<file path="src/rtl/ps2m_pkg.sv">
package ps2m_pkg;

    localparam int BYTE_W = 8;

    localparam logic [BYTE_W-1:0] CODE_SCALE_1TO1 = 8'hE6;
    localparam logic [BYTE_W-1:0] CODE_SET_RES    = 8'hE8;
    localparam logic [BYTE_W-1:0] CODE_STATUS_REQ = 8'hE9;
    localparam logic [BYTE_W-1:0] CODE_READ_ID    = 8'hF2;
    localparam logic [BYTE_W-1:0] CODE_SET_RATE   = 8'hF3;
    localparam logic [BYTE_W-1:0] CODE_REPORT_ON  = 8'hF4;
    localparam logic [BYTE_W-1:0] CODE_REPORT_OFF = 8'hF5;
    localparam logic [BYTE_W-1:0] CODE_DEFAULTS   = 8'hF6;
    localparam logic [BYTE_W-1:0] CODE_RESET      = 8'hFF;
    localparam logic [BYTE_W-1:0] BYTE_ACK        = 8'hFA;
    localparam logic [BYTE_W-1:0] BYTE_DEV_ID     = 8'h00;

    typedef enum logic [3:0] {
        ST_IDLE,
        ST_CMD_ACK,
        ST_TAIL_ACK,
        ST_ARG_WAIT,
        ST_DUMP_STAT,
        ST_DUMP_RES,
        ST_DUMP_RATE,
        ST_SEND_ID,
        ST_ECHO
    } seq_state_t;

    typedef enum logic [2:0] {
        OP_NONE,
        OP_REPORT_ON,
        OP_REPORT_OFF,
        OP_SCALE_1TO1,
        OP_DEFAULTS,
        OP_WR_RES,
        OP_WR_RATE
    } reg_op_t;

endpackage

</file>
<file path="src/rtl/ps2m_regs.sv">
module ps2m_regs
    import ps2m_pkg::*;
#(
    parameter int                DATA_W     = BYTE_W,
    parameter logic [DATA_W-1:0] DEF_RES    = 8'd2,
    parameter logic [DATA_W-1:0] DEF_RATE   = 8'd100,
    parameter int                REPORT_BIT = 5,
    parameter int                SCALE_BIT  = 4
) (
    input  logic              clk,
    input  logic              rst_n,
    input  reg_op_t           op,
    input  logic [DATA_W-1:0] arg,
    output logic [DATA_W-1:0] status,
    output logic [DATA_W-1:0] res,
    output logic [DATA_W-1:0] rate
);

    always_ff @(posedge clk) begin
        if (!rst_n) begin
            status <= '0;
            res    <= DEF_RES;
            rate   <= DEF_RATE;
        end else begin
            unique case (op)
                OP_REPORT_ON:  status[REPORT_BIT] <= 1'b1;
                OP_REPORT_OFF: status[REPORT_BIT] <= 1'b0;
                OP_SCALE_1TO1: status[SCALE_BIT]  <= 1'b0;
                OP_DEFAULTS: begin
                    status <= '0;
                    res    <= DEF_RES;
                    rate   <= DEF_RATE;
                end
                OP_WR_RES:  res  <= arg;
                OP_WR_RATE: rate <= arg;
                default: ;
            endcase
        end
    end

    a_r4_report_on: assert property (@(posedge clk) disable iff (!rst_n)
        op == OP_REPORT_ON |=> status[REPORT_BIT]);

    a_r4_report_off: assert property (@(posedge clk) disable iff (!rst_n)
        op == OP_REPORT_OFF |=> !status[REPORT_BIT]);

    a_r6_defaults: assert property (@(posedge clk) disable iff (!rst_n)
        op == OP_DEFAULTS |=> (status == '0 && res == DEF_RES && rate == DEF_RATE));

    a_r9_hold: assert property (@(posedge clk) disable iff (!rst_n)
        op == OP_NONE |=> ($stable(status) && $stable(res) && $stable(rate)));

endmodule

</file>
<file path="src/rtl/ps2m_seq.sv">
module ps2m_seq
    import ps2m_pkg::*;
#(
    parameter int DATA_W = BYTE_W
) (
    input  logic              clk,
    input  logic              rst_n,
    input  logic              in_valid,
    input  logic [DATA_W-1:0] in_byte,
    input  logic              loop_mode,
    input  logic [DATA_W-1:0] status,
    input  logic [DATA_W-1:0] res,
    input  logic [DATA_W-1:0] rate,
    output reg_op_t           op,
    output logic [DATA_W-1:0] arg,
    output logic              out_push,
    output logic [DATA_W-1:0] out_byte,
    output logic              busy
);

    seq_state_t        state_q, state_d;
    logic [DATA_W-1:0] cmd_q;

    // Next-state logic
    always_comb begin
        state_d = state_q;
        unique case (state_q)
            ST_IDLE:
                if (in_valid) state_d = loop_mode ? ST_ECHO : ST_CMD_ACK;
            ST_CMD_ACK: begin
                if (cmd_q == CODE_STATUS_REQ)
                    state_d = ST_DUMP_STAT;
                else if (cmd_q == CODE_READ_ID)
                    state_d = ST_SEND_ID;
                else if (cmd_q == CODE_SET_RES || cmd_q == CODE_SET_RATE)
                    state_d = ST_ARG_WAIT;
                else
                    state_d = ST_IDLE;
            end
            ST_ARG_WAIT:
                if (in_valid) state_d = ST_TAIL_ACK;
            ST_DUMP_STAT: state_d = ST_DUMP_RES;
            ST_DUMP_RES:  state_d = ST_DUMP_RATE;
            ST_DUMP_RATE: state_d = ST_IDLE;
            ST_SEND_ID:   state_d = ST_IDLE;
            ST_ECHO:      state_d = ST_TAIL_ACK;
            ST_TAIL_ACK:  state_d = ST_IDLE;
            default:      state_d = ST_IDLE;
        endcase
    end

    // State register and captured command byte
    always_ff @(posedge clk) begin
        if (!rst_n) begin
            state_q <= ST_IDLE;
            cmd_q   <= '0;
        end else begin
            state_q <= state_d;
            if (state_q == ST_IDLE && in_valid) cmd_q <= in_byte;
        end
    end

    // Outputs and register operations
    always_comb begin
        out_push = 1'b1;
        out_byte = BYTE_ACK;
        op       = OP_NONE;
        arg      = in_byte;
        unique case (state_q)
            ST_IDLE: out_push = 1'b0;
            ST_ARG_WAIT: begin
                out_push = 1'b0;
                if (in_valid)
                    op = (cmd_q == CODE_SET_RES) ? OP_WR_RES : OP_WR_RATE;
            end
            ST_CMD_ACK: begin
                if (cmd_q == CODE_REPORT_ON)
                    op = OP_REPORT_ON;
                else if (cmd_q == CODE_REPORT_OFF)
                    op = OP_REPORT_OFF;
                else if (cmd_q == CODE_SCALE_1TO1)
                    op = OP_SCALE_1TO1;
                else if (cmd_q == CODE_DEFAULTS || cmd_q == CODE_RESET)
                    op = OP_DEFAULTS;
            end
            ST_TAIL_ACK:  out_byte = BYTE_ACK;
            ST_DUMP_STAT: out_byte = status;
            ST_DUMP_RES:  out_byte = res;
            ST_DUMP_RATE: out_byte = rate;
            ST_SEND_ID:   out_byte = BYTE_DEV_ID;
            ST_ECHO:      out_byte = cmd_q;
            default:      out_push = 1'b0;
        endcase
    end

    assign busy = (state_q != ST_IDLE) && (state_q != ST_ARG_WAIT);

    a_r1_ack_first: assert property (@(posedge clk) disable iff (!rst_n)
        (!busy && state_q == ST_IDLE && in_valid && !loop_mode)
        |=> (out_push && out_byte == BYTE_ACK));

    a_r7_echo: assert property (@(posedge clk) disable iff (!rst_n)
        (state_q == ST_IDLE && in_valid && loop_mode)
        |=> (out_push && out_byte == $past(in_byte)));

    a_r7_echo_ack: assert property (@(posedge clk) disable iff (!rst_n)
        state_q == ST_ECHO |=> (out_push && out_byte == BYTE_ACK));

    a_r2_dump_order: assert property (@(posedge clk) disable iff (!rst_n)
        (state_q == ST_CMD_ACK && cmd_q == CODE_STATUS_REQ)
        |=> (out_push && out_byte == status));

    a_r10_busy_ignore: assert property (@(posedge clk) disable iff (!rst_n)
        busy |=> $stable(cmd_q));

    a_r11_push_burst: assert property (@(posedge clk) disable iff (!rst_n)
        out_push == busy);

endmodule

</file>
<file path="src/rtl/ps2_mouse_responder.sv">
module ps2_mouse_responder
    import ps2m_pkg::*;
#(
    parameter int                DATA_W     = BYTE_W,
    parameter logic [DATA_W-1:0] DEF_RES    = 8'd2,
    parameter logic [DATA_W-1:0] DEF_RATE   = 8'd100,
    parameter int                REPORT_BIT = 5,
    parameter int                SCALE_BIT  = 4
) (
    input  logic              clk,
    input  logic              rst_n,
    input  logic              in_valid,
    input  logic [DATA_W-1:0] in_byte,
    input  logic              loop_mode,
    output logic              out_push,
    output logic [DATA_W-1:0] out_byte,
    output logic              busy
);

    reg_op_t           op;
    logic [DATA_W-1:0] arg;
    logic [DATA_W-1:0] status, res, rate;

    ps2m_seq #(.DATA_W(DATA_W)) u_seq (
        .clk      (clk),
        .rst_n    (rst_n),
        .in_valid (in_valid),
        .in_byte  (in_byte),
        .loop_mode(loop_mode),
        .status   (status),
        .res      (res),
        .rate     (rate),
        .op       (op),
        .arg      (arg),
        .out_push (out_push),
        .out_byte (out_byte),
        .busy     (busy)
    );

    ps2m_regs #(
        .DATA_W    (DATA_W),
        .DEF_RES   (DEF_RES),
        .DEF_RATE  (DEF_RATE),
        .REPORT_BIT(REPORT_BIT),
        .SCALE_BIT (SCALE_BIT)
    ) u_regs (
        .clk   (clk),
        .rst_n (rst_n),
        .op    (op),
        .arg   (arg),
        .status(status),
        .res   (res),
        .rate  (rate)
    );

endmodule

</file>
<file path="config.mk">
export PLATFORM = sky130hd
export DESIGN_NAME = ps2_mouse_responder
export DESIGN_NICKNAME = d
export VERILOG_FILES = /design/src/rtl/ps2m_pkg.sv /design/src/rtl/ps2m_regs.sv /design/src/rtl/ps2m_seq.sv /design/src/rtl/ps2_mouse_responder.sv
export SDC_FILE = /design/constraint.sdc
export NUM_CORES = 1
export LEC_CHECK = 0
export ABC_AREA = 0
export CELL_PAD_IN_SITES_DETAIL_PLACEMENT = 1
export CELL_PAD_IN_SITES_GLOBAL_PLACEMENT = 2
export CORE_MARGIN = 5
export CORE_UTILIZATION = 40
export CTS_BUF_LIST = sky130_fd_sc_hd__clkbuf_4
export DETAILED_ROUTE_END_ITERATION = 6
export DONT_BUFFER_PORTS = 1
export PLACE_DENSITY = 0.92
export RECOVER_POWER = 50
export SYNTH_ARGS = -nofsm -noshare
export SYNTH_HDL_FRONTEND = slang
export SYNTH_HIERARCHICAL = 1
export SYNTH_SLANG_ARGS = --single-unit
</file>
<file path="constraint.sdc">
create_clock -name clk -period 3.8 [get_ports clk]
set_clock_uncertainty 0.15 [all_clocks]
set_input_delay 1.14 -clock clk [delete_from_list [all_inputs] [get_ports clk]]
set_output_delay 1.14 -clock clk [all_outputs]
set_load 0.005 [all_outputs]
</file>
* Word-level counts from Yosys, hierarchy flattened
Cells that the tools add are included.
** Operators by class
- Multiplexer cells :: 19
- Equality and inequality tests :: 25
- Reductions and logical operators :: 12
** Operators by type and width (number)
- 8-bit == test (second input constant) :: 9
- 8-bit case mux with 5 select lines :: 1
- 8-bit case mux with 2 select lines :: 2
- 4-bit case mux with 6 select lines :: 1
- 4-bit two-way mux :: 5
- 4-bit by 3-bit == test with 1-bit output (second input constant) :: 4
- 3-bit two-way mux :: 5
- 3-bit == test (second input constant) :: 3
- 4-bit by 2-bit == test with 1-bit output (second input constant) :: 2
- 7-bit OR reduction :: 1
- 3-bit case mux with 2 select lines :: 1
- 2-bit nonzero test :: 3
- 4-bit by 1-bit == test with 1-bit output (second input constant) :: 1
- 4-bit == test (second input constant) :: 1
- 4-bit zero test :: 1
- 2-bit two-way mux :: 2
- 2-bit != test (second input constant) :: 2
- 4-bit by 2-bit != test with 1-bit output (second input constant) :: 1
- 4-bit nonzero test :: 1
- 3-bit by 1-bit == test with 1-bit output (second input constant) :: 1
- 3-bit by 2-bit == test with 1-bit output (second input constant) :: 1
- 1-bit logical AND :: 2
- 1-bit logical OR :: 2
- 1-bit case mux with 2 select lines :: 1
- 3 further kinds :: 3
** Storage, ports and cells
- Input bits :: 12
- Bits in registers :: 29
- Word-level logic and storage cells :: 61
- Output and inout bits :: 10

* Depth between registers and ports, before layout
- Depth after elaboration :: 10
- Gate-level depth with buffers :: 8
- Mapped depth without buffers :: 6

* Modules after synthesis
The synthesis kept the hierarchy.
** Modules (own cells, without submodules)
- ps2m_seq :: sequential area each 240.2 µm², area an instance 1209.9 µm², cells each 158, instances 1
- ps2m_regs :: sequential area each 340.3 µm², area an instance 752.0 µm², cells each 89, instances 1

* Least setup slack after synthesis
OpenSTA, ideal clock, no wires.
- Kind :: in2reg
- Start point :: input in_valid
- End point :: register u_regs.status[5]
- Buffers on the path :: 1
- Library setup time :: 59 ps
- Stages :: 7
- Data required time :: 3591 ps
- Path slack :: 1284 ps
- Arrival time :: 2306 ps
- Path through :: nor3b_4 -> nand4b_1 -> a21oi_1 -> buf_4 -> nor2_1 -> o32ai_1 -> and2_1
** On the way
- Longest elaborated chain between the ends :: 5
- Elaborated cells between the ends (all ways) :: 8
- Those cells by class :: 3 x eq/ne; 3 x mux; 2 x reduce/logical
** RTL lines
- start: declaration :: RTL line ps2_mouse_responder.sv:12 : input logic in_valid,
- 3-bit two-way mux (*) :: RTL line ps2m_seq.sv:73 : if (in_valid)
- 3-bit case mux with 2 select lines (*) :: RTL line ps2m_seq.sv:69 : unique case (state_q)
- via op[0] :: RTL line ps2_mouse_responder.sv:20 : reg_op_t op;
- 3-bit by 2-bit == test with 1-bit output or 3-bit == test (tied branches)
- 2-bit OR reduction (no source line)
- 1-bit case mux with 2 select lines or 2-bit nonzero test (tied branches)
- end signal: indexed assignment :: RTL line ps2m_regs.sv:26 : OP_REPORT_ON: status[REPORT_BIT] <= 1'b1;
- end signal: indexed assignment :: RTL line ps2m_regs.sv:27 : OP_REPORT_OFF: status[REPORT_BIT] <= 1'b0;
- end signal: indexed assignment :: RTL line ps2m_regs.sv:28 : OP_SCALE_1TO1: status[SCALE_BIT] <= 1'b0;
- end: declaration :: RTL line ps2m_regs.sv:14 : output logic [DATA_W-1:0] status,
The timed path passes the listed nets; every way through them passes the cells marked *.
A chain may end at the register's enable or synchronous reset.

* Worst setup path after layout
- Start point :: register u_seq.state_q[2]
- End point :: output out_byte[0]
** On the way
- Longest elaborated chain between the ends :: 2
- Elaborated cells between the ends (all ways) :: 6
- Those cells by class :: 5 x eq/ne; 1 x mux
** RTL lines
- start: declaration :: RTL line ps2m_seq.sv:21 : seq_state_t state_q, state_d;
- start signal: assignment :: RTL line ps2m_seq.sv:58 : state_q <= state_d;
- 4-bit == test or 4-bit by 3-bit == test with 1-bit output (tied branches) :: RTL line ps2m_seq.sv:69
- 8-bit case mux with 5 select lines (*) :: RTL line ps2m_seq.sv:69
- end: declaration :: RTL line ps2_mouse_responder.sv:16 : output logic [DATA_W-1:0] out_byte,
Mark *: on every way between the ends. The rest lies on a longest branch, timed or not.

==> reports/summary.txt <==
Hold Path Class -> flip-flop to flip-flop
Total CTS buffers -> 5
TritonCTS clock tree -> yes
Synth cell types -> 49
Worst reg-to-reg setup slack -> 820 ps
DRT iter0 DRCs -> 144
R2R cell count -> 7
Clk slew on worst S/H paths -> 90 ps
Final min period -> 3256 ps
Util after Layout -> 0.3942
Synthesized cell area -> 1962 um^2
Initial Util -> 0.4126
Synth warn -> 6
Post-synth EDFFs -> 0
FMAX -> 307.1 MHz
Total GRT Usage -> 0.1781
Dpl ws -> 715.3 ps
Slew Viols, Final -> 0
Max_cap viols -> 0
Worst Hold Slack -> 311.0 ps
Antenna Nets Post-Route -> 0
Fillers -> 609
Unrepaired setup endpoints after global routing -> no
Capture point of the worst path -> out_byte[0]
Ratio of cells with drive above 1 in the final layout -> 0.06195
CTS H-Tree Depth -> 2
Crit Path Max Fanout -> 18
Synth Flop Type -> dfxtp_1
Die width -> 80.04 um
Drt via density -> 5.700
Final WS setup -> 543.7 ps
Fin area -> 1874 um^2
Post-CTS sizing -> 0
Residual DRC -> 0
#FFs+latches synth -> 29
Root Buffer -> clkbuf_4
Die H -> 80.04 um
Post-DP HPWL -> 3996 um
Post-place instance area -> 1857 um^2
Commonest non-fill, non-tap cell in the layout -> dfxtp_1
Mean post-synth cell area -> 7.943 um^2
Final period util -> 0.8569
Final Hold Fails -> 0
Number of global-route vias before repair -> 1,577
Maximum vdd ir drop -> 0.1693 mV
Critical path capture point type -> output pin
Leakage power -> 0.6133 nW
First-pass DRT Iterations -> 4
Cts hold-fix bufs -> 0
Worst EP required -> 2510 ps
WP data arrival -> 1970 ps
Routability cong. -> 0.8004
Post-CTS Setup Inserts -> 0
Startpoint types -> flip-flop
Final setup TNS -> 0 ps
Antenna diodes -> 0
Register area -> 580.6 um^2
Asr flop ratio synth -> 0
Actual slew at the worst max-slew pin -> 858.6 ps
Largest net degree at the start of global routing -> 22
Seq/Total Area, Yosys -> 0.2959
Initial antenna violation count -> 0
Syn Inst Count -> 247
Worst skew pair latency -> 320 ps
Highest-count cells in the layout ignoring fill and taps -> dfxtp_1 (29), nand3_1 (24), a21oi_1 (18), nand2_1 (17), o21ai_0 (16)
Drt wl/cell -> 18.08 um
Clk sinks -> 29
Post-Route WL -> 5297 um
DIE AREA -> 6406 um^2
Congestion Overflow GR -> 0
Std cell rows -> 25
R2r endpoint -> u_regs/rate[0]
Slew margin rel. -> 0.4255
Max clock buf depth -> 2
Final net count -> 239
Multi-input logic area -> 1126 um^2
IO Count -> 22
Setup CP Type -> flip-flop to output pin
Final Setup Violations -> 0
First-pass GRT wire length -> 8714 um
Via count -> 1,670
Port bufs -> 0
PwrDens -> 295.9 nW/um^2
Area Overhead vs Synth -> -4.464%
R2r startpoint -> u_seq/state_q[1]
Status -> finished clean
Critical Path Start -> u_seq/state_q[2]
Core footprint -> 4755 um^2
==> kinds of logic (layout without fill, tap and decap cells) <==
logic type	count (synthesis)	in the layout	synth area share
compound gates	70	70	0.2258
xor+xnor	3	3	0.01340
buf+inv	42	15	0.1307
flops	29	29	0.2959
mux	5	5	0.02551
other cells	1	7	0.001911
simple gates	97	97	0.3068
==> state kept, by name, indices dropped and copies added (netlist names) <==
name           cells
u_regs/rate        8
u_regs/res         8
u_seq/cmd_q        8
u_seq/state_q      4
u_regs/status      1
==> layout make-up <==
| class | instances | area share |
|---|---|---|
| Multi-Input combinational cell | 182 | 0.6008 |
| Clock buffer | 5 | 0.02003 |
| Sequential cell | 29 | 0.3097 |
| Inverter | 6 | 0.01202 |
| Clock inverter | 1 | 0.002670 |
| Tap cell | 67 | 0.04473 |
| Timing Repair Buffer | 3 | 0.01001 |
==> Yosys cell counts (3+ instances only) <==
| cell | number | area (um^2) |
|---|---|---|
| inv_1 | 5 | 18.77 |
| nor3b_1 | 6 | 45.04 |
| and3_1 | 3 | 18.77 |
| nand2b_1 | 4 | 25.02 |
| dfxtp_1 | 29 | 580.6 |
| nor3_1 | 4 | 20.02 |
| mux2i_1 | 5 | 50.05 |
| a21boi_1 | 12 | 90.09 |
| nor2b_1 | 5 | 31.28 |
| and2_1 | 3 | 18.77 |
| o22ai_1 | 6 | 37.54 |
| clkbuf_1 | 4 | 15.01 |
| buf_2 | 10 | 50.05 |
| nand2_1 | 17 | 63.81 |
| buf_4 | 21 | 157.7 |
| a21oi_1 | 18 | 90.09 |
| o21ai_0 | 16 | 80.08 |
| a31oi_1 | 3 | 18.77 |
| nor2_1 | 9 | 33.78 |
| nand3_1 | 24 | 120.1 |
| o211ai_1 | 3 | 22.52 |
==> worst max-delay path: stages (launching register included) <==
cell	delay, ps
dfxtp_1	730
or2b_1	430
nor3_1	250
a221o_1	230
==> where the power goes <==
part / switching (mW) / internal [mW] / total, mW
sequential: 0.0164 / 0.311 / 0.327
combinational: 0.0340 / 0.0265 / 0.0605
clock: 0.103 / 0.0640 / 0.167
total: 0.153 / 0.401 / 0.555
==> worst min path at each step <==
stage | startpoint | end | slack (ps) | cells past startpoint
final | u_regs/res[7] | u_regs/res[7] | 310 | 2
after global routing | u_regs/rate[7] | u_regs/rate[7] | 340 | 2
after CTS | u_regs/rate[3] | u_regs/rate[3] | 310 | 2
after detailed placement | u_regs/rate[3] | u_regs/rate[3] | 300 | 2
after global placement | u_regs/rate[7] | u_regs/rate[7] | 290 | 2
after floorplan | u_regs/res[5] | u_regs/res[5] | 280 | 2
==> through the flow <==
stage / total power [mW] / std cells
3_5_place_dp: 0.3957 / 287
3_3_place_gp: 0.3944 / 287
6_report: 0.5547 / 293
4_1_cts: 0.5643 / 293
5_1_grt: 0.5829 / 293
2_1_floorplan: 0.3959 / 253
==> per-layer routing <==
metal	track usage	wire length [um]
met4	0.04561	57
met5	0	0
met3	0.05530	298
met1	0.2430	2516
met2	0.2707	2424
No activity file was read; power rests on OpenSTA's default activity.
